==> src/rtl/gpio_irq_pkg.sv <==
package gpio_irq_pkg;

  localparam int STYLE_W = 3;

  typedef enum logic [STYLE_W-1:0] {
    TRIG_HIGH = 3'd0,
    TRIG_LOW  = 3'd1,
    TRIG_RISE = 3'd2,
    TRIG_FALL = 3'd3,
    TRIG_ANY  = 3'd4
  } trig_e;

  // fixed register offsets; style registers follow OFS_STYLE0 contiguously
  localparam int OFS_DIR    = 0;
  localparam int OFS_OUT    = 1;
  localparam int OFS_IN     = 2;
  localparam int OFS_STYLE0 = 3;

  function automatic int imax(input int a, input int b);
    return (a > b) ? a : b;
  endfunction

  // trigger decision for one pin from its style code and two samples
  function automatic logic trig_hit(input logic [STYLE_W-1:0] code,
                                    input logic cur, input logic prev);
    logic r;
    case (code)
      TRIG_HIGH: r = cur;
      TRIG_LOW:  r = ~cur;
      TRIG_RISE: r = cur & ~prev;
      TRIG_FALL: r = ~cur & prev;
      TRIG_ANY:  r = cur ^ prev;
      default:   r = 1'b0;
    endcase
    return r;
  endfunction

  // lowest bit of a pin's style field inside its style register
  function automatic int field_lsb(input int pin, input int per_reg);
    return (pin % per_reg) * STYLE_W;
  endfunction

endpackage

==> src/rtl/gpio_sync.sv <==
module gpio_sync #(
  parameter int W      = 16,
  parameter int STAGES = 2
) (
  input  logic         clk,
  input  logic         rst_n,
  input  logic [W-1:0] d_i,
  output logic [W-1:0] q_o
);

  logic [W-1:0] chain_q [STAGES];

  genvar s;
  generate
    for (s = 0; s < STAGES; s++) begin : g_stage
      always_ff @(posedge clk or negedge rst_n) begin
        if (!rst_n) chain_q[s] <= '0;
        else if (s == 0) chain_q[s] <= d_i;
        else chain_q[s] <= chain_q[(s == 0) ? 0 : s-1];
      end
    end
  endgenerate

  assign q_o = chain_q[STAGES-1];

endmodule

==> src/rtl/gpio_trig_detect.sv <==
module gpio_trig_detect
  import gpio_irq_pkg::*;
#(
  parameter int NPINS = 16
) (
  input  logic [NPINS-1:0]         cur_i,
  input  logic [NPINS-1:0]         prev_i,
  input  logic [NPINS*STYLE_W-1:0] style_i,
  output logic [NPINS-1:0]         hit_o
);

  genvar p;
  generate
    for (p = 0; p < NPINS; p++) begin : g_pin
      assign hit_o[p] = trig_hit(style_i[p*STYLE_W +: STYLE_W], cur_i[p], prev_i[p]);
    end
  endgenerate

endmodule

==> src/rtl/gpio_status.sv <==
module gpio_status #(
  parameter int NPINS = 16
) (
  input  logic             clk,
  input  logic             rst_n,
  input  logic [NPINS-1:0] hit_i,
  input  logic [NPINS-1:0] clr_i,
  output logic [NPINS-1:0] status_o
);

  logic [NPINS-1:0] status_q;

  // set has priority over a same-cycle clear
  always_ff @(posedge clk or negedge rst_n) begin
    if (!rst_n) status_q <= '0;
    else status_q <= (status_q & ~clr_i) | hit_i;
  end

  assign status_o = status_q;

  // an event always leaves its bit set on the next cycle
  p_hit_latch_r11: assert property (@(posedge clk) disable iff (!rst_n)
    (hit_i != '0) |=> ((status_q & $past(hit_i)) == $past(hit_i)));

  // a clear with no competing event drops the bit
  p_w1c_clear_r9: assert property (@(posedge clk) disable iff (!rst_n)
    ((clr_i & ~hit_i) != '0) |=> ((status_q & $past(clr_i & ~hit_i)) == '0));

  // no bit falls without a clearing write
  p_no_spurious_fall_r9: assert property (@(posedge clk) disable iff (!rst_n)
    (($past(status_q) & ~status_q & ~$past(clr_i)) == '0));

endmodule

==> src/rtl/gpio_irq_ctrl.sv <==
module gpio_irq_ctrl
  import gpio_irq_pkg::*;
#(
  parameter  int NPINS        = 16,
  parameter  int PINS_PER_REG = 8,
  localparam int NUM_STYLE    = (NPINS + PINS_PER_REG - 1) / PINS_PER_REG,
  localparam int OFS_STAT     = OFS_STYLE0 + NUM_STYLE,
  localparam int ADDR_W       = $clog2(OFS_STAT + 1),
  localparam int FIELD_W      = PINS_PER_REG * STYLE_W,
  localparam int DATA_W       = imax(NPINS, FIELD_W)
) (
  input  logic              clk,
  input  logic              rst_n,
  input  logic              bus_sel,
  input  logic              bus_wr,
  input  logic [ADDR_W-1:0] bus_addr,
  input  logic [DATA_W-1:0] bus_wdata,
  output logic [DATA_W-1:0] bus_rdata,
  input  logic [NPINS-1:0]  pin_in,
  output logic [NPINS-1:0]  pin_out,
  output logic [NPINS-1:0]  pin_oe,
  output logic [NPINS-1:0]  irq_out
);

  logic                     wr_en;
  logic [NPINS-1:0]         dir_q;
  logic [NPINS-1:0]         out_q;
  logic [FIELD_W-1:0]       style_q [NUM_STYLE];
  logic [NPINS-1:0]         sync_lvl;
  logic [NPINS-1:0]         prev_lvl_q;
  logic [NPINS*STYLE_W-1:0] style_flat;
  logic [NPINS-1:0]         trig_hit_w;
  logic [NPINS-1:0]         clear_req_w;
  logic [NPINS-1:0]         status_w;

  assign wr_en = bus_sel & bus_wr;

  // direction and output registers; offset 2 (input) has no write path
  always_ff @(posedge clk or negedge rst_n) begin
    if (!rst_n) begin
      dir_q <= '1;
      out_q <= '0;
    end else if (wr_en) begin
      if (bus_addr == ADDR_W'(OFS_DIR)) dir_q <= bus_wdata[NPINS-1:0];
      if (bus_addr == ADDR_W'(OFS_OUT)) out_q <= bus_wdata[NPINS-1:0];
    end
  end

  genvar k, p;
  generate
    for (k = 0; k < NUM_STYLE; k++) begin : g_style_reg
      always_ff @(posedge clk or negedge rst_n) begin
        if (!rst_n) style_q[k] <= '1;
        else if (wr_en && bus_addr == ADDR_W'(OFS_STYLE0 + k))
          style_q[k] <= bus_wdata[FIELD_W-1:0];
      end
    end
    for (p = 0; p < NPINS; p++) begin : g_style_map
      assign style_flat[p*STYLE_W +: STYLE_W] =
        style_q[p / PINS_PER_REG][field_lsb(p, PINS_PER_REG) +: STYLE_W];
    end
  endgenerate

  gpio_sync #(.W(NPINS), .STAGES(2)) u_sync (
    .clk   (clk),
    .rst_n (rst_n),
    .d_i   (pin_in),
    .q_o   (sync_lvl)
  );

  always_ff @(posedge clk or negedge rst_n) begin
    if (!rst_n) prev_lvl_q <= '0;
    else prev_lvl_q <= sync_lvl;
  end

  gpio_trig_detect #(.NPINS(NPINS)) u_detect (
    .cur_i   (sync_lvl),
    .prev_i  (prev_lvl_q),
    .style_i (style_flat),
    .hit_o   (trig_hit_w)
  );

  assign clear_req_w = (wr_en && bus_addr == ADDR_W'(OFS_STAT)) ?
                       bus_wdata[NPINS-1:0] : '0;

  gpio_status #(.NPINS(NPINS)) u_status (
    .clk      (clk),
    .rst_n    (rst_n),
    .hit_i    (trig_hit_w),
    .clr_i    (clear_req_w),
    .status_o (status_w)
  );

  assign pin_out = out_q;
  assign pin_oe  = ~dir_q;
  assign irq_out = status_w;

  always_comb begin
    bus_rdata = '0;
    case (bus_addr)
      ADDR_W'(OFS_DIR):  bus_rdata[NPINS-1:0] = dir_q;
      ADDR_W'(OFS_OUT):  bus_rdata[NPINS-1:0] = out_q;
      ADDR_W'(OFS_IN):   bus_rdata[NPINS-1:0] = sync_lvl;
      ADDR_W'(OFS_STAT): bus_rdata[NPINS-1:0] = status_w;
      default: begin
        for (int i = 0; i < NUM_STYLE; i++)
          if (bus_addr == ADDR_W'(OFS_STYLE0 + i))
            bus_rdata[FIELD_W-1:0] = style_q[i];
      end
    endcase
  end

  // a direction write shows up inverted on the enables one edge later
  p_oe_write_r2: assert property (@(posedge clk) disable iff (!rst_n)
    (wr_en && bus_addr == ADDR_W'(OFS_DIR)) |=> (pin_oe == ~$past(bus_wdata[NPINS-1:0])));

  // an output write shows up on the pins one edge later
  p_out_write_r3: assert property (@(posedge clk) disable iff (!rst_n)
    (wr_en && bus_addr == ADDR_W'(OFS_OUT)) |=> (pin_out == $past(bus_wdata[NPINS-1:0])));

endmodule

==> config.mk <==
export PLATFORM = sky130hd
export DESIGN_NAME = gpio_irq_ctrl
export DESIGN_NICKNAME = d
export VERILOG_FILES = /design/src/rtl/gpio_irq_pkg.sv /design/src/rtl/gpio_sync.sv /design/src/rtl/gpio_trig_detect.sv /design/src/rtl/gpio_status.sv /design/src/rtl/gpio_irq_ctrl.sv
export SDC_FILE = /design/constraint.sdc
export NUM_CORES = 1
export LEC_CHECK = 0
export BUFFER_PORTS_ARGS = -buffer_cell sky130_fd_sc_hd__buf_2
export CORE_MARGIN = 5
export CORE_UTILIZATION = 50
export CTS_CLUSTER_SIZE = 30
export DETAILED_ROUTE_END_ITERATION = 7
export GPL_TIMING_DRIVEN = 0
export PLACE_DENSITY = 0.72
export SETUP_SLACK_MARGIN = 0.02
export SYNTH_ARGS = -nofsm -noshare
export SYNTH_HDL_FRONTEND = slang
export SYNTH_HIERARCHICAL = 1
export SYNTH_SLANG_ARGS = --single-unit
==> constraint.sdc <==
create_clock -name clk -period 3.3 [get_ports clk]
set_input_delay 0.66 -clock clk [delete_from_list [all_inputs] [get_ports clk]]
set_output_delay 0.66 -clock clk [all_outputs]
set_load 0.02 [all_outputs]
==> impl_results.html, run 1 <==
<table>
<tr><th>Metric</th><th>Value</th></tr>
<tr><th colspan="2">Route</th></tr>
<tr><td>Vias per std cell</td><td>5.82</td></tr>
<tr><td>Number of nets with antenna violations after routing</td><td>0</td></tr>
<tr><td>Routed via count</td><td>5536</td></tr>
<tr><td>WL per Instance</td><td>roughly 21 µm</td></tr>
<tr><td>Drt drc</td><td>0</td></tr>
<tr><td>First drt pass iteration count</td><td>6</td></tr>
<tr><td>Detailed router's first-iteration violation count</td><td>between 500 and 600</td></tr>
<tr><td>Final routed wirelength across all metal layers</td><td>slightly above 20000 µm</td></tr>
<tr><th colspan="2">STA</th></tr>
<tr><td>Hold Vio Cnt, Final</td><td>0</td></tr>
<tr><td>Final critical-path share of the clock period</td><td>0.976</td></tr>
<tr><td>Slew HR</td><td>0.221</td></tr>
<tr><td>Max Fclk</td><td>0.310 GHz</td></tr>
<tr><td>Actual slew at the worst max-slew pin</td><td>approximately 1.2 ns</td></tr>
<tr><td>Final Slew Violations</td><td>0</td></tr>
<tr><td>RSZ-0062 raised after global routing</td><td>false</td></tr>
<tr><td>Final sum of negative setup slack</td><td>0 ns</td></tr>
<tr><td>Final setup fails</td><td>0</td></tr>
<tr><td>Slack of the critical path</td><td>slightly below 0.08 ns</td></tr>
<tr><td>Shortest clock period the worst path allows after layout</td><td>between 3 and 4 ns</td></tr>
<tr><td>Final clock skew</td><td>about 0.0095 ns</td></tr>
<tr><th colspan="2">Critical path</th></tr>
<tr><td>Cell type with the highest occurrence count on the critical path</td><td>buf_2</td></tr>
<tr><td>Critical path launch point</td><td>bus_addr[1]</td></tr>
<tr><td>Critical-path cell with the highest stage delay</td><td>nor3_1</td></tr>
<tr><td>Startpoint type of the worst setup path</td><td>input port</td></tr>
<tr><td>Worst R2R Start</td><td>u_sync/q_o[6]$_DFF_PN0_</td></tr>
<tr><td>Nature of the critical path endpoint</td><td>primary output</td></tr>
<tr><td>Register-to-register path setup slack</td><td>approximately 1.6 ns</td></tr>
<tr><td>Data arrival at the endpoint of the critical path</td><td>around 2.6 ns</td></tr>
<tr><td>Largest stage delay, worst path</td><td>1.01 ns</td></tr>
<tr><td>Worst reg-to-reg path cell count</td><td>6</td></tr>
<tr><td>Worst-path cell chain</td><td>buf_2 -&gt; clkbuf_1 -&gt; nor3_1 -&gt; a22o_1 -&gt; buf_2</td></tr>
<tr><td>Worst setup path endpoint</td><td>bus_rdata[19]</td></tr>
<tr><td>Required time worst endpoint</td><td>~2.6 ns</td></tr>
<tr><td>Reg-to-Reg End</td><td>u_status/status_o[6]$_DFF_PN0_</td></tr>
<tr><td>Class of the most critical setup path</td><td>input port to primary output</td></tr>
<tr><td>Peak fanout along the critical path</td><td>10</td></tr>
<tr><th colspan="2">Yosys</th></tr>
<tr><td>Post-synthesis instance total</td><td>around 620</td></tr>
<tr><td>Post-synthesis sequential area ratio</td><td>0.498</td></tr>
<tr><td>Post-synth top flop</td><td>dfrtp_1</td></tr>
<tr><td>Total standard cell area after synthesis</td><td>~7400 µm²</td></tr>
<tr><td>Count of cell types in the netlist</td><td>42</td></tr>
<tr><td>Yosys Warn Count</td><td>6</td></tr>
<tr><td>Average cell area after synthesis</td><td>around 12 µm²</td></tr>
<tr><td>Share of synthesized registers carrying an async set or reset</td><td>1.00</td></tr>
<tr><td>Mapped Nets</td><td>~700</td></tr>
<tr><td>Number of synthesized register bits</td><td>approximately 140</td></tr>
<tr><td>EDFF count, synth</td><td>0</td></tr>
<tr><th colspan="2">Power</th></tr>
<tr><td>PD cells</td><td>~630 nW/µm²</td></tr>
<tr><td>Share of total power in sequential cells</td><td>0.449</td></tr>
<tr><td>Internal Pwr Total</td><td>~3.9 mW</td></tr>
<tr><td>Worst vdd ir</td><td>around 500 µV</td></tr>
<tr><td>Static Leakage</td><td>between 3 and 4 nW</td></tr>
<tr><td>Proportion of power drawn by combinational gates</td><td>0.211</td></tr>
<tr><td>Switching power share of the total</td><td>0.302</td></tr>
<tr><td>Power share of the clock group</td><td>0.340</td></tr>
<tr><td>Reported net switching power</td><td>roughly 1.7 mW</td></tr>
<tr><th colspan="2">CTS</th></tr>
<tr><td>TritonCTS clock tree</td><td>yes</td></tr>
<tr><td>Clock sinks</td><td>144</td></tr>
<tr><td>Clock-pin slew on the worst setup and hold paths</td><td>approximately 0.060 ns</td></tr>
<tr><td>Clock buffer count from CTS</td><td>17</td></tr>
<tr><td>Post-CTS Repair Setup Buffers</td><td>0</td></tr>
<tr><td>Max Root-Sink Buffers</td><td>2</td></tr>
<tr><td>Root cell of the clock tree</td><td>clkbuf_16</td></tr>
<tr><td>H-tree depth reported by CTS</td><td>4</td></tr>
<tr><td>Insertion delay to the later sink of the worst-skew pair</td><td>0.42 ns</td></tr>
<tr><th colspan="2">GRT</th></tr>
<tr><td>Pin count of the biggest net entering global routing</td><td>75</td></tr>
<tr><td>Number of antenna violations at the first check in global routing</td><td>0</td></tr>
<tr><td>Overflow after GRT</td><td>0</td></tr>
<tr><td>Vias in the first global route</td><td>between 5000 and 6000</td></tr>
<tr><td>All-layer global routing usage</td><td>0.234</td></tr>
<tr><td>Global-route wire length before repair</td><td>roughly 32000 µm</td></tr>
<tr><th colspan="2">Die</th></tr>
<tr><td>Core Footprint</td><td>14500 µm²</td></tr>
<tr><td>Die area</td><td>17300 µm²</td></tr>
<tr><td>Die Y</td><td>~130 µm</td></tr>
<tr><td>Site row count</td><td>44</td></tr>
<tr><td>Top Ports</td><td>119</td></tr>
<tr><td>Initial core utilization</td><td>0.509</td></tr>
<tr><td>Chip Width</td><td>132 µm</td></tr>
<tr><th colspan="2">Placement</th></tr>
<tr><td>Gpl congestion</td><td>roughly 0.87</td></tr>
<tr><td>Post-placement cell area</td><td>8250 µm²</td></tr>
<tr><td>Estimated wirelength of the detail-placed design</td><td>between 10000 and 15000 µm</td></tr>
<tr><td>Total of buffers placed on input and output ports</td><td>between 100 and 150</td></tr>
<tr><td>Post-Place Cells</td><td>just over 900</td></tr>
<tr><td>Worst setup slack after placement</td><td>approximately 0.17 ns</td></tr>
<tr><th colspan="2">Cells and area</th></tr>
<tr><td>Share of cells above drive strength 1</td><td>0.441</td></tr>
<tr><td># diodes</td><td>0</td></tr>
<tr><td>Final design instance area without fill</td><td>slightly below 9000 µm²</td></tr>
<tr><td>Growth of design area from synthesis to finish</td><td>19.4%</td></tr>
<tr><td>Net total in the final layout</td><td>about 830</td></tr>
<tr><td>Post-Route Utilization</td><td>0.608</td></tr>
<tr><td>Number of standard cells in the final layout excluding fillers</td><td>around 950</td></tr>
<tr><th colspan="2">Run</th></tr>
<tr><td>Number of violations of the max-capacitance limit</td><td>0</td></tr>
<tr><th colspan="2">Min path</th></tr>
<tr><td>Kind of path behind the tightest hold check</td><td>input port to async pin</td></tr>
<tr><th colspan="2">Run status</th></tr>
<tr><td>Run status</td><td>completed</td></tr>
</table>
## repair_timing
item | 4_1_cts | 5_1_grt
gates resized for setup | 0 | 2
hold buffers | 0 | 0
setup endpoints to repair | 0 | 1
## logic make-up after synthesis
group / count (synthesis) / synth area share
compound gates: 96 / 0.0990
mux: 98 / 0.153
xor+xnor: 16 / 0.0190
simple gates: 120 / 0.106
flops: 144 / 0.498
fa+ha+maj: 32 / 0.0541
buf+inv: 111 / 0.0712
## cell usage after synthesis, types with 15 or more instances
cell,n,area share
mux2i_1,16,0.022
ha_1,32,0.054
and2_1,16,0.014
a21o_1,16,0.016
dfrtp_1,80,0.27
inv_1,68,0.035
buf_4,18,0.018
o21ai_0,18,0.012
or3_1,28,0.024
mux2_2,70,0.11
dfstp_2,64,0.23
nor3_1,15,0.010
## flip-flops by register name (all words and copies together), names as in the netlist
signal and flops:
style_flat 48, u_sync/chain_q 16, u_sync/q_o 16, pin_out 16, dir_q 16, prev_lvl_q 16, u_status/status_o 16
## cells in the final DEF, fill, tap and decap left out, types with 3 or more instances in the layout
| master | n |
|---|---|
| a21o_1 | 16 |
| a21oi_1 | 3 |
| a22o_1 | 8 |
| a22oi_1 | 12 |
| and2_1 | 16 |
| buf_2 | 127 |
| buf_4 | 18 |
| buf_6 | 5 |
| clkbuf_1 | 11 |
| clkbuf_16 | 17 |
| clkinv_2 | 3 |
| clkinvlp_4 | 5 |
| dfrtp_1 | 80 |
| dfstp_2 | 64 |
| ha_1 | 32 |
| inv_1 | 68 |
| mux2_2 | 70 |
| mux2_4 | 12 |
| mux2i_1 | 16 |
| nand2_1 | 4 |
| nand2b_1 | 14 |
| nand3b_1 | 3 |
| nor2_1 | 4 |
| nor2b_1 | 3 |
| nor3_1 | 15 |
| nor3b_1 | 14 |
| nor4b_1 | 14 |
| o2111ai_1 | 12 |
| o21ai_0 | 18 |
| o21ba_2 | 3 |
| o221a_2 | 3 |
| o221ai_1 | 12 |
| o22a_1 | 3 |
| or3_1 | 28 |
| xnor2_1 | 14 |
## stage by stage
stage	hold WS (ns)	total power, mW
after floorplan	0.331	3.22
after global placement	0.332	3.62
after detailed placement	0.337	3.69
after CTS	0.271	5.59
after global routing	0.289	5.81
final	0.238	5.57
## power by group through the flow
stage                     Clock [mW]  Sequential (mW)  Combinational [mW]
final                           1.89             2.50                1.18
after global routing            2.00             2.54                1.27
after CTS                       1.92             2.50                1.17
after detailed placement           0             2.52                1.17
after global placement             0             2.50                1.12
after floorplan                    0             2.48               0.746
## final cells by class
type / count / area (µm²)
Fill cell: 1180 / 5700
Sequential cell: 144 / 3680
Multi-Input combinational cell: 362 / 3180
Timing Repair Buffer: 119 / 624
Clock buffer: 19 / 443
Buffer: 43 / 273
Inverter: 68 / 255
Tap cell: 184 / 230
Clock inverter: 13 / 139
## per-layer routing
layer / track usage / share of wire / vias to the layer above
met2: 0.367 / 0.48 / 273
met5: 0 / 0 / -
met4: 0.0960 / 0.029 / 0
met3: 0.0619 / 0.086 / 47
li1: - / - / 2447
met1: 0.308 / 0.41 / 2769
## worst min path at each step
| stage | endpoint | slack, ns | cells after the start |
|---|---|---|---|
| 4_1_cts | u_status/status_o[9]$_DFF_PN0_ | 0.27 | 1 |
| 3_5_place_dp | u_sync/q_o[9]$_DFF_PN0_ | 0.34 | 0 |
| 5_1_grt | prev_lvl_q[11]$_DFF_PN0_ | 0.29 | 1 |
| 3_3_place_gp | u_sync/q_o[12]$_DFF_PN0_ | 0.33 | 0 |
| 2_1_floorplan | u_sync/q_o[0]$_DFF_PN0_ | 0.33 | 0 |
| 6_report | u_status/status_o[9]$_DFF_PN0_ | 0.24 | 1 |
## worst max-delay path, delay by kind of cell
kind,cells,cell delay [ns]
and+or+nand+nor,1,1.01
buffers and inverters,3,0.61
AOI/OAI and AO/OA,1,0.26
Power figures use the tool's default switching activity.
==> run 2, diff against run 1 <==
--- a/config.mk
+++ b/config.mk
@@ -15,5 +15,4 @@
 export SETUP_SLACK_MARGIN = 0.02
 export SYNTH_ARGS = -nofsm -noshare
 export SYNTH_HDL_FRONTEND = slang
-export SYNTH_HIERARCHICAL = 1
 export SYNTH_SLANG_ARGS = --single-unit
==> run 2 against run 1 <==
Sequential cell count unchanged. Highest routed layer is now met5. Via count decreased by 6.4%. Sequential power about the same. Critical endpoint is now bus_rdata[14]. Largest power group unchanged. Largest cell class unchanged.
==> impl_results.html, run 2 <==
<table>
<tr><th>Metric</th><th>Value</th></tr>
<tr><th colspan="2">Yosys</th></tr>
<tr><td>Count of cell types in the netlist</td><td>37 (-12%)</td></tr>
<tr><td>Post-synthesis cell type with the largest combined area</td><td>dfrtp_1</td></tr>
<tr><td>Post-synthesis adder-cell area fraction</td><td>0.0552 (+0.00102)</td></tr>
<tr><td>Proportion of netlist area held by the largest area contributor</td><td>0.276 (+0.00509)</td></tr>
<tr><td>Number of synthesized register bits</td><td>144 (unchanged)</td></tr>
<tr><td>Mapped Nets</td><td>646 (-7.2%)</td></tr>
<tr><td>XOR/XNOR share of the synthesized area</td><td>0.0193 (+0.000356)</td></tr>
<tr><td>Top area cells in the synthesized netlist</td><td>dfrtp_1, dfstp_2, mux2_2, mux2i_1, ha_1</td></tr>
<tr><td>Post-synthesis instance total</td><td>567 (-8.1%)</td></tr>
<tr><td>Most frequent cells after synthesis</td><td>dfrtp_1, inv_1, mux2i_1</td></tr>
<tr><td>Post-synthesis mux area share</td><td>0.208 (+0.0553)</td></tr>
<tr><td>Total standard cell area after synthesis</td><td>7260 µm² (-1.8%)</td></tr>
<tr><td>Post-synth top flop</td><td>dfrtp_1</td></tr>
<tr><td>Post-synthesis sequential area ratio</td><td>0.507 (+0.00936)</td></tr>
<tr><td>Dominant combinational cell family by area after synthesis</td><td>multiplexers</td></tr>
<tr><td>Yosys Warn Count</td><td>0 (-6)</td></tr>
<tr><td>Post-synthesis share of cell area spent on and, or, nand and nor gates</td><td>0.0500 (-0.0559)</td></tr>
<tr><td>Post-synthesis compound-gate area fraction</td><td>0.103 (+0.00393)</td></tr>
<tr><td>Average cell area after synthesis</td><td>12.8 µm² (+6.8%)</td></tr>
<tr><td>Most instantiated library cell after synthesis</td><td>dfrtp_1</td></tr>
<tr><td>EDFF count, synth</td><td>0 (unchanged)</td></tr>
<tr><td>Share of synthesized registers carrying an async set or reset</td><td>1.00 (unchanged)</td></tr>
<tr><th colspan="2">Route</th></tr>
<tr><td>Detailed router's first-iteration violation count</td><td>359 (-33%)</td></tr>
<tr><td>Number of nets with antenna violations after routing</td><td>0 (unchanged)</td></tr>
<tr><td>Routed via count</td><td>5181 (-6.4%)</td></tr>
<tr><td>WL per Instance</td><td>21.7 µm (+2.8%)</td></tr>
<tr><td>First drt pass iteration count</td><td>5 (-1)</td></tr>
<tr><td>Final routed wirelength across all metal layers</td><td>19500 µm (-2.9%)</td></tr>
<tr><td>Drt drc</td><td>0 (unchanged)</td></tr>
<tr><td>Vias per std cell</td><td>5.76 (-0.90%)</td></tr>
<tr><th colspan="2">Critical path</th></tr>
<tr><td>Data arrival at the endpoint of the critical path</td><td>2.51 ns (-0.05 ns)</td></tr>
<tr><td>Required time worst endpoint</td><td>2.64 ns (about the same)</td></tr>
<tr><td>Worst R2R Start</td><td>u_sync.q_o[6]$_DFF_PN0_</td></tr>
<tr><td>Peak fanout along the critical path</td><td>10 (unchanged)</td></tr>
<tr><td>Startpoint type of the worst setup path</td><td>input port</td></tr>
<tr><td>Register-to-register path setup slack</td><td>1.59 ns (-0.03 ns)</td></tr>
<tr><td>Nature of the critical path endpoint</td><td>primary output</td></tr>
<tr><td>Critical path launch point</td><td>bus_addr[1]</td></tr>
<tr><td>Class of the most critical setup path</td><td>input port to primary output</td></tr>
<tr><th colspan="2">Cells and area</th></tr>
<tr><td>Number of standard cells in the final layout excluding fillers</td><td>899 (-5.6%)</td></tr>
<tr><td>Share of cells above drive strength 1</td><td>0.441 (-0.000847)</td></tr>
<tr><td>Final design instance area without fill</td><td>8740 µm² (-1.0%)</td></tr>
<tr><td>Commonest cells after routing, fill and taps aside</td><td>buf_2, dfrtp_1, inv_1</td></tr>
<tr><td>Growth of design area from synthesis to finish</td><td>20.4%</td></tr>
<tr><td>Commonest non-fill, non-tap cell in the layout</td><td>buf_2</td></tr>
<tr><td># diodes</td><td>0 (unchanged)</td></tr>
<tr><td>Net total in the final layout</td><td>781 (-6.4%)</td></tr>
<tr><td>Max reg flops</td><td>48 (unchanged)</td></tr>
<tr><th colspan="2">Power</th></tr>
<tr><td>PD cells</td><td>651 nW/µm² (+3.1%)</td></tr>
<tr><td>Internal Pwr Total</td><td>4.04 mW (+4.0%)</td></tr>
<tr><td>Static Leakage</td><td>4.07 nW (+2.5%)</td></tr>
<tr><td>Proportion of power drawn by combinational gates</td><td>0.196 (-0.015)</td></tr>
<tr><td>Share of total power in sequential cells</td><td>0.438 (-0.011)</td></tr>
<tr><td>Switching power share of the total</td><td>0.290 (-0.0128)</td></tr>
<tr><td>Power share of the clock group</td><td>0.366 (+0.026)</td></tr>
<tr><td>Worst vdd ir</td><td>455 µV (-8.4%)</td></tr>
<tr><td>Reported net switching power</td><td>1.65 mW (-2.2%)</td></tr>
<tr><th colspan="2">GRT</th></tr>
<tr><td>Global-route wire length before repair</td><td>30600 µm (-4.4%)</td></tr>
<tr><td>Number of antenna violations at the first check in global routing</td><td>1 (+1)</td></tr>
<tr><td>All-layer global routing usage</td><td>0.241 (+0.00772)</td></tr>
<tr><td>Pin count of the biggest net entering global routing</td><td>79 (+5.3%)</td></tr>
<tr><td>Vias in the first global route</td><td>5571 (-5.6%)</td></tr>
<tr><td>Overflow after GRT</td><td>0 (unchanged)</td></tr>
<tr><th colspan="2">Die</th></tr>
<tr><td>Initial core utilization</td><td>0.505 (-0.00364)</td></tr>
<tr><td>Site row count</td><td>44 (unchanged)</td></tr>
<tr><td>Core Footprint</td><td>14400 µm² (-1.1%)</td></tr>
<tr><td>Chip Width</td><td>130 µm (-0.85%)</td></tr>
<tr><td>Die Y</td><td>130 µm (-0.85%)</td></tr>
<tr><td>Top Ports</td><td>119 (unchanged)</td></tr>
<tr><td>Die area</td><td>17000 µm² (-1.7%)</td></tr>
<tr><th colspan="2">Placement</th></tr>
<tr><td>Gpl congestion</td><td>0.870 (+0.29%)</td></tr>
<tr><td>Post-Place Cells</td><td>867 (-5.8%)</td></tr>
<tr><td>Post-placement cell area</td><td>8100 µm² (-1.8%)</td></tr>
<tr><td>Estimated wirelength of the detail-placed design</td><td>13700 µm (-2.5%)</td></tr>
<tr><td>Total of buffers placed on input and output ports</td><td>115 (-2.5%)</td></tr>
<tr><th colspan="2">CTS</th></tr>
<tr><td>Clock-pin slew on the worst setup and hold paths</td><td>0.06 ns (about the same)</td></tr>
<tr><td>Root cell of the clock tree</td><td>clkbuf_16</td></tr>
<tr><td>Max Root-Sink Buffers</td><td>2 (unchanged)</td></tr>
<tr><td>Post-CTS Hold Buffers</td><td>0 (unchanged)</td></tr>
<tr><td>Post_cts resized</td><td>0 (unchanged)</td></tr>
<tr><td>Post-CTS Repair Setup Buffers</td><td>0 (unchanged)</td></tr>
<tr><td>Clock sinks</td><td>144 (unchanged)</td></tr>
<tr><td>Clock buffer count from CTS</td><td>17 (unchanged)</td></tr>
<tr><td>TritonCTS clock tree</td><td>yes</td></tr>
<tr><td>Insertion delay to the later sink of the worst-skew pair</td><td>0.43 ns (about the same)</td></tr>
<tr><td>H-tree depth reported by CTS</td><td>4 (unchanged)</td></tr>
<tr><th colspan="2">STA</th></tr>
<tr><td>Shortest clock period the worst path allows after layout</td><td>3.17 ns (-0.0519 ns)</td></tr>
<tr><td>Actual slew at the worst max-slew pin</td><td>0.839 ns (-0.320 ns)</td></tr>
<tr><td>RSZ-0062 raised after global routing</td><td>false</td></tr>
<tr><td>Slew HR</td><td>0.436 (+0.215)</td></tr>
<tr><td>Final setup fails</td><td>0 (unchanged)</td></tr>
<tr><td>Final clock skew</td><td>0.00664 ns (-0.00284 ns)</td></tr>
<tr><td>Hold Vio Cnt, Final</td><td>0 (unchanged)</td></tr>
<tr><td>Final Slew Violations</td><td>0 (unchanged)</td></tr>
<tr><td>Max Fclk</td><td>0.315 GHz (+1.6%)</td></tr>
<tr><td>Final critical-path share of the clock period</td><td>0.960 (-0.0157)</td></tr>
<tr><th colspan="2">Run</th></tr>
<tr><td>Number of violations of the max-capacitance limit</td><td>0 (unchanged)</td></tr>
<tr><th colspan="2">Run status</th></tr>
<tr><td>Run status</td><td>completed</td></tr>
<tr><th colspan="2">Min path</th></tr>
<tr><td>Kind of path behind the tightest hold check</td><td>input port to async pin</td></tr>
</table>
## run 2: cell count changes after synthesis, moves of 15 or more
| cell | before | now |
|---|---|---|
| nor3_1 | 15 | 0 |
| and2_1 | 16 | 0 |
| mux2i_1 | 16 | 66 |
| or3_1 | 28 | 1 |
## run 2: path summary, 6_finish.rpt
kind / end / cells past startpoint
setup / recovery: bus_rdata[14] / 6
max in group asynchronous: style_flat[45]$_DFFE_PN1P_ / 2
setup reg to reg: u_status.status_o[6]$_DFF_PN0_ / 4
min in group clk: u_sync.chain_q[26]$_DFF_PN0_ / 1
hold / removal: u_sync.chain_q[27]$_DFF_PN0_ / 1
hold reg to reg: u_sync.q_o[2]$_DFF_PN0_ / 0
## run 2: per-stage QoR
stage                     power (mW)  hold WS, ns  utilization  setup WS [ns]  setup TNS [ns]
after global routing            5.95        0.271        0.608         0.0459               0
after detailed placement        3.62        0.335        0.564         0.0976               0
after floorplan                 3.16        0.331            -          0.670               0
final                           5.69        0.218        0.608          0.130               0
after CTS                       5.73        0.247        0.608          0.105               0
after global placement          3.55        0.333        0.561         -0.443          -34.49
## run 2: cell type report
cell class	instances	area [µm²]
Buffer	28	160
Clock buffer	24	492
Clock inverter	8	150
Fill cell	1170	5630
Inverter	68	255
Multi-Input combinational cell	327	3160
Sequential cell	144	3680
Tap cell	184	230
Timing Repair Buffer	116	609
## run 2: per-layer routing
metal  up-vias  wire length, µm  global-route usage
li1       2302                -                   -
met3        52             1290              0.0642
met4         2              584              0.0992
met1      2630             8410               0.319
met5         -               11                   0
met2       195             9220               0.379
## run 2: cell families (layout without fill, tap and decap cells)
| logic type | count (synthesis) | in the layout |
|---|---|---|
| buf+inv | 96 | 244 |
| flops | 144 | 144 |
| compound gates | 97 | 97 |
| simple gates | 44 | 44 |
| mux | 138 | 138 |
| xor+xnor | 16 | 16 |
| fa+ha+maj | 32 | 32 |
## run 2: worst max-delay path, cell delays in order
cell and delay, ns:
buf_2 0.20, clkbuf_1 0.40, nand2_1 0.20, clkbuf_1 0.30, a311oi_1 0.48, buf_2 0.26
## run 2: power by group through the flow
stage | Sequential [mW] | Combinational (mW) | Clock [mW]
after global placement | 2.48 | 1.07 | 0
after CTS | 2.48 | 1.12 | 2.12
after detailed placement | 2.51 | 1.12 | 0
final | 2.49 | 1.12 | 2.08
after floorplan | 2.47 | 0.694 | 0
after global routing | 2.53 | 1.22 | 2.20
==> run 3, diff against run 2 <==
--- a/config.mk
+++ b/config.mk
@@ -5,7 +5,7 @@
 export SDC_FILE = /design/constraint.sdc
 export NUM_CORES = 1
 export LEC_CHECK = 0
-export BUFFER_PORTS_ARGS = -buffer_cell sky130_fd_sc_hd__buf_2
+export BUFFER_PORTS_ARGS = -buffer_cell sky130_fd_sc_hd__buf_4
 export CORE_MARGIN = 5
 export CORE_UTILIZATION = 50
 export CTS_CLUSTER_SIZE = 30
@@ -15,4 +15,5 @@
 export SETUP_SLACK_MARGIN = 0.02
 export SYNTH_ARGS = -nofsm -noshare
 export SYNTH_HDL_FRONTEND = slang
+export SYNTH_HIERARCHICAL = 1
 export SYNTH_SLANG_ARGS = --single-unit
==> run 3 against run 2 <==
Worst hold slack gained 0.010 ns. Clock skew grew 0.0011 ns. Critical path type unchanged. Largest power group unchanged. Sequential power is essentially flat.
==> impl_results.html, run 3 (synthesis gave the netlist of run 1 again) <==
<table>
<tr><th>Metric</th><th>Value</th></tr>
<tr><th colspan="2">STA</th></tr>
<tr><td>Shortest clock period the worst path allows after layout</td><td>3.22 ns (+0.0460 ns)</td></tr>
<tr><td>Final sum of negative setup slack</td><td>0 ns (unchanged)</td></tr>
<tr><td>Final setup fails</td><td>0 (unchanged)</td></tr>
<tr><td>Max Fclk</td><td>0.311 GHz (-1.4%)</td></tr>
<tr><td>Slew HR</td><td>0.215 (-0.221)</td></tr>
<tr><td>Worst-case hold slack</td><td>0.228 ns (+0.00995 ns)</td></tr>
<tr><td>Actual slew at the worst max-slew pin</td><td>1.17 ns (+0.328 ns)</td></tr>
<tr><td>Hold Vio Cnt, Final</td><td>0 (unchanged)</td></tr>
<tr><td>RSZ-0062 raised after global routing</td><td>false</td></tr>
<tr><td>Final clock skew</td><td>0.00777 ns (+0.00113 ns)</td></tr>
<tr><td>Final Slew Violations</td><td>0 (unchanged)</td></tr>
<tr><td>Final critical-path share of the clock period</td><td>0.974 (+0.0139)</td></tr>
<tr><th colspan="2">Route</th></tr>
<tr><td>WL per Instance</td><td>21.3 µm (-1.8%)</td></tr>
<tr><td>Drt drc</td><td>0 (unchanged)</td></tr>
<tr><td>First drt pass iteration count</td><td>5 (unchanged)</td></tr>
<tr><td>Final routed wirelength across all metal layers</td><td>20300 µm (+4.0%)</td></tr>
<tr><td>Detailed router's first-iteration violation count</td><td>551 (+53%)</td></tr>
<tr><td>Number of nets with antenna violations after routing</td><td>0 (unchanged)</td></tr>
<tr><td>Vias per std cell</td><td>5.86 (+1.7%)</td></tr>
<tr><td>Routed via count</td><td>5580 (+7.7%)</td></tr>
<tr><th colspan="2">Critical path</th></tr>
<tr><td>Worst-path cell chain</td><td>buf_4 -&gt; clkbuf_1 -&gt; nor3_1 -&gt; a22o_1 -&gt; buf_4</td></tr>
<tr><td>Startpoint type of the worst setup path</td><td>input port</td></tr>
<tr><td>Critical path launch point</td><td>bus_addr[1]</td></tr>
<tr><td>Worst R2R Start</td><td>u_sync/q_o[5]$_DFF_PN0_</td></tr>
<tr><td>Cell type with the highest occurrence count on the critical path</td><td>buf_4</td></tr>
<tr><td>Class of the most critical setup path</td><td>input port to primary output</td></tr>
<tr><td>Required time worst endpoint</td><td>2.64 ns (about the same)</td></tr>
<tr><td>Largest stage delay, worst path</td><td>1.02 ns (+0.54 ns)</td></tr>
<tr><td>Peak fanout along the critical path</td><td>10 (unchanged)</td></tr>
<tr><td>Number of buffers and inverters on the critical path</td><td>3 (-1)</td></tr>
<tr><td>Nature of the critical path endpoint</td><td>primary output</td></tr>
<tr><td>Largest delay share family, worst path</td><td>simple AND/OR/NAND/NOR gates</td></tr>
<tr><td>Critical-path cell with the highest stage delay</td><td>nor3_1</td></tr>
<tr><td>Data arrival at the endpoint of the critical path</td><td>2.56 ns (+0.05 ns)</td></tr>
<tr><th colspan="2">Cells and area</th></tr>
<tr><td>Growth of design area from synthesis to finish</td><td>24.1%</td></tr>
<tr><td>Share of cells above drive strength 1</td><td>0.441 (+0.000847)</td></tr>
<tr><td>Fillers</td><td>1150 (-1.7%)</td></tr>
<tr><td>Net total in the final layout</td><td>834 (+6.8%)</td></tr>
<tr><td>Commonest non-fill, non-tap cell in the layout</td><td>buf_4</td></tr>
<tr><td># diodes</td><td>0 (unchanged)</td></tr>
<tr><td>Commonest cells after routing, fill and taps aside</td><td>buf_4, dfrtp_1, mux2_2</td></tr>
<tr><td>Max reg flops</td><td>48 (unchanged)</td></tr>
<tr><th colspan="2">CTS</th></tr>
<tr><td>Max Root-Sink Buffers</td><td>2 (unchanged)</td></tr>
<tr><td>Post_cts resized</td><td>0 (unchanged)</td></tr>
<tr><td>Clock buffer count from CTS</td><td>17 (unchanged)</td></tr>
<tr><td>Post-CTS Hold Buffers</td><td>0 (unchanged)</td></tr>
<tr><td>H-tree depth reported by CTS</td><td>4 (unchanged)</td></tr>
<tr><td>Root cell of the clock tree</td><td>clkbuf_16</td></tr>
<tr><td>TritonCTS clock tree</td><td>yes</td></tr>
<tr><td>Clock sinks</td><td>144 (unchanged)</td></tr>
<tr><td>Insertion delay to the later sink of the worst-skew pair</td><td>0.43 ns (about the same)</td></tr>
<tr><td>Post-CTS Repair Setup Buffers</td><td>0 (unchanged)</td></tr>
<tr><td>Clock-pin slew on the worst setup and hold paths</td><td>0.06 ns (about the same)</td></tr>
<tr><th colspan="2">Die</th></tr>
<tr><td>Site row count</td><td>44 (unchanged)</td></tr>
<tr><td>Core Footprint</td><td>14500 µm² (+1.1%)</td></tr>
<tr><td>Initial core utilization</td><td>0.509 (+0.00364)</td></tr>
<tr><td>Top Ports</td><td>119 (unchanged)</td></tr>
<tr><td>Die Y</td><td>132 µm (+0.86%)</td></tr>
<tr><td>Chip Width</td><td>132 µm (+0.86%)</td></tr>
<tr><td>Die area</td><td>17300 µm² (+1.7%)</td></tr>
<tr><th colspan="2">Placement</th></tr>
<tr><td>Total of buffers placed on input and output ports</td><td>118 (+2.6%)</td></tr>
<tr><td>Gpl congestion</td><td>0.878 (+0.91%)</td></tr>
<tr><td>Estimated wirelength of the detail-placed design</td><td>14300 µm (+4.2%)</td></tr>
<tr><th colspan="2">GRT</th></tr>
<tr><td>Pin count of the biggest net entering global routing</td><td>75 (-5.1%)</td></tr>
<tr><td>Overflow after GRT</td><td>0 (unchanged)</td></tr>
<tr><td>Number of antenna violations at the first check in global routing</td><td>0 (-1)</td></tr>
<tr><td>Global-route wire length before repair</td><td>32200 µm (+4.9%)</td></tr>
<tr><td>Vias in the first global route</td><td>5881 (+5.6%)</td></tr>
<tr><td>All-layer global routing usage</td><td>0.235 (-0.00592)</td></tr>
<tr><th colspan="2">Power</th></tr>
<tr><td>Worst vdd ir</td><td>443 µV (-2.6%)</td></tr>
<tr><td>Static Leakage</td><td>4.10 nW (+0.59%)</td></tr>
<tr><td>PD cells</td><td>638 nW/µm² (-2.0%)</td></tr>
<tr><th colspan="2">Min path</th></tr>
<tr><td>Kind of path behind the tightest hold check</td><td>input port to async pin</td></tr>
<tr><th colspan="2">Run status</th></tr>
<tr><td>Run status</td><td>completed</td></tr>
<tr><th colspan="2">Run</th></tr>
<tr><td>Number of violations of the max-capacitance limit</td><td>0 (unchanged)</td></tr>
</table>
run 3: per-layer routing:
| metal | global-route usage | share of wire | up-vias |
|---|---|---|---|
| met2 | 0.367 | 0.47 | 305 |
| met3 | 0.0673 | 0.079 | 46 |
| met4 | 0.0891 | 0.026 | 0 |
| met5 | 0 | 0 | - |
| li1 | - | - | 2454 |
| met1 | 0.313 | 0.43 | 2775 |
run 3: through the flow:
stage / worst slack [ns] / utilization / instance area [µm²] / cells / power (mW)
global route: 0.0287 / 0.631 / 9170 / 952 / 6.09
floorplan: 0.788 / - / 7390 / 617 / 3.22
detailed placement: 0.155 / 0.588 / 8540 / 920 / 3.79
CTS: 0.159 / 0.631 / 9170 / 952 / 5.87
global placement: 0.164 / 0.586 / 8510 / 919 / 3.72
finish: 0.0844 / 0.631 / 9170 / 952 / 5.85
run 3: path summary, 6_finish.rpt:
kind	end	slack, ns	cells after the start
max in group asynchronous	dir_q[13]$_DFFE_PN1P_	2.25	2
worst max register to register	u_status/status_o[5]$_DFF_PN0_	1.65	7
worst min register to register	u_sync/q_o[6]$_DFF_PN0_	0.35	0
worst max-delay path	bus_rdata[21]	0.08	5
worst min-delay path	u_sync/chain_q[27]$_DFF_PN0_	0.23	1
min in group clk	u_sync/chain_q[26]$_DFF_PN0_	0.33	1
run 3: layout make-up:
type / count / area [µm²] / area share
sequential: 144 / 3680 / 0.402
multi-input combinational: 362 / 3180 / 0.347
timing repair buffer: 119 / 917 / 0.100
clock buffer: 17 / 425 / 0.0464
buffer: 43 / 272 / 0.0296
inverter: 68 / 255 / 0.0278
tap: 184 / 230 / 0.0251
clock inverter: 15 / 206 / 0.0225
run 3: worst reg2reg max path, stage by stage (launching register included):
cell and delay [ns]:
dfrtp_1 0.39, buf_4 0.16, inv_1 0.05, ha_1 0.19, mux2i_1 0.16, nor3b_1 0.07, or3_1 0.36, a21o_1 0.16
run 3: report_power, final:
part           internal [mW]  switching [mW]
Sequential              2.18           0.329
Clock                   1.27           0.797
Combinational          0.665           0.604
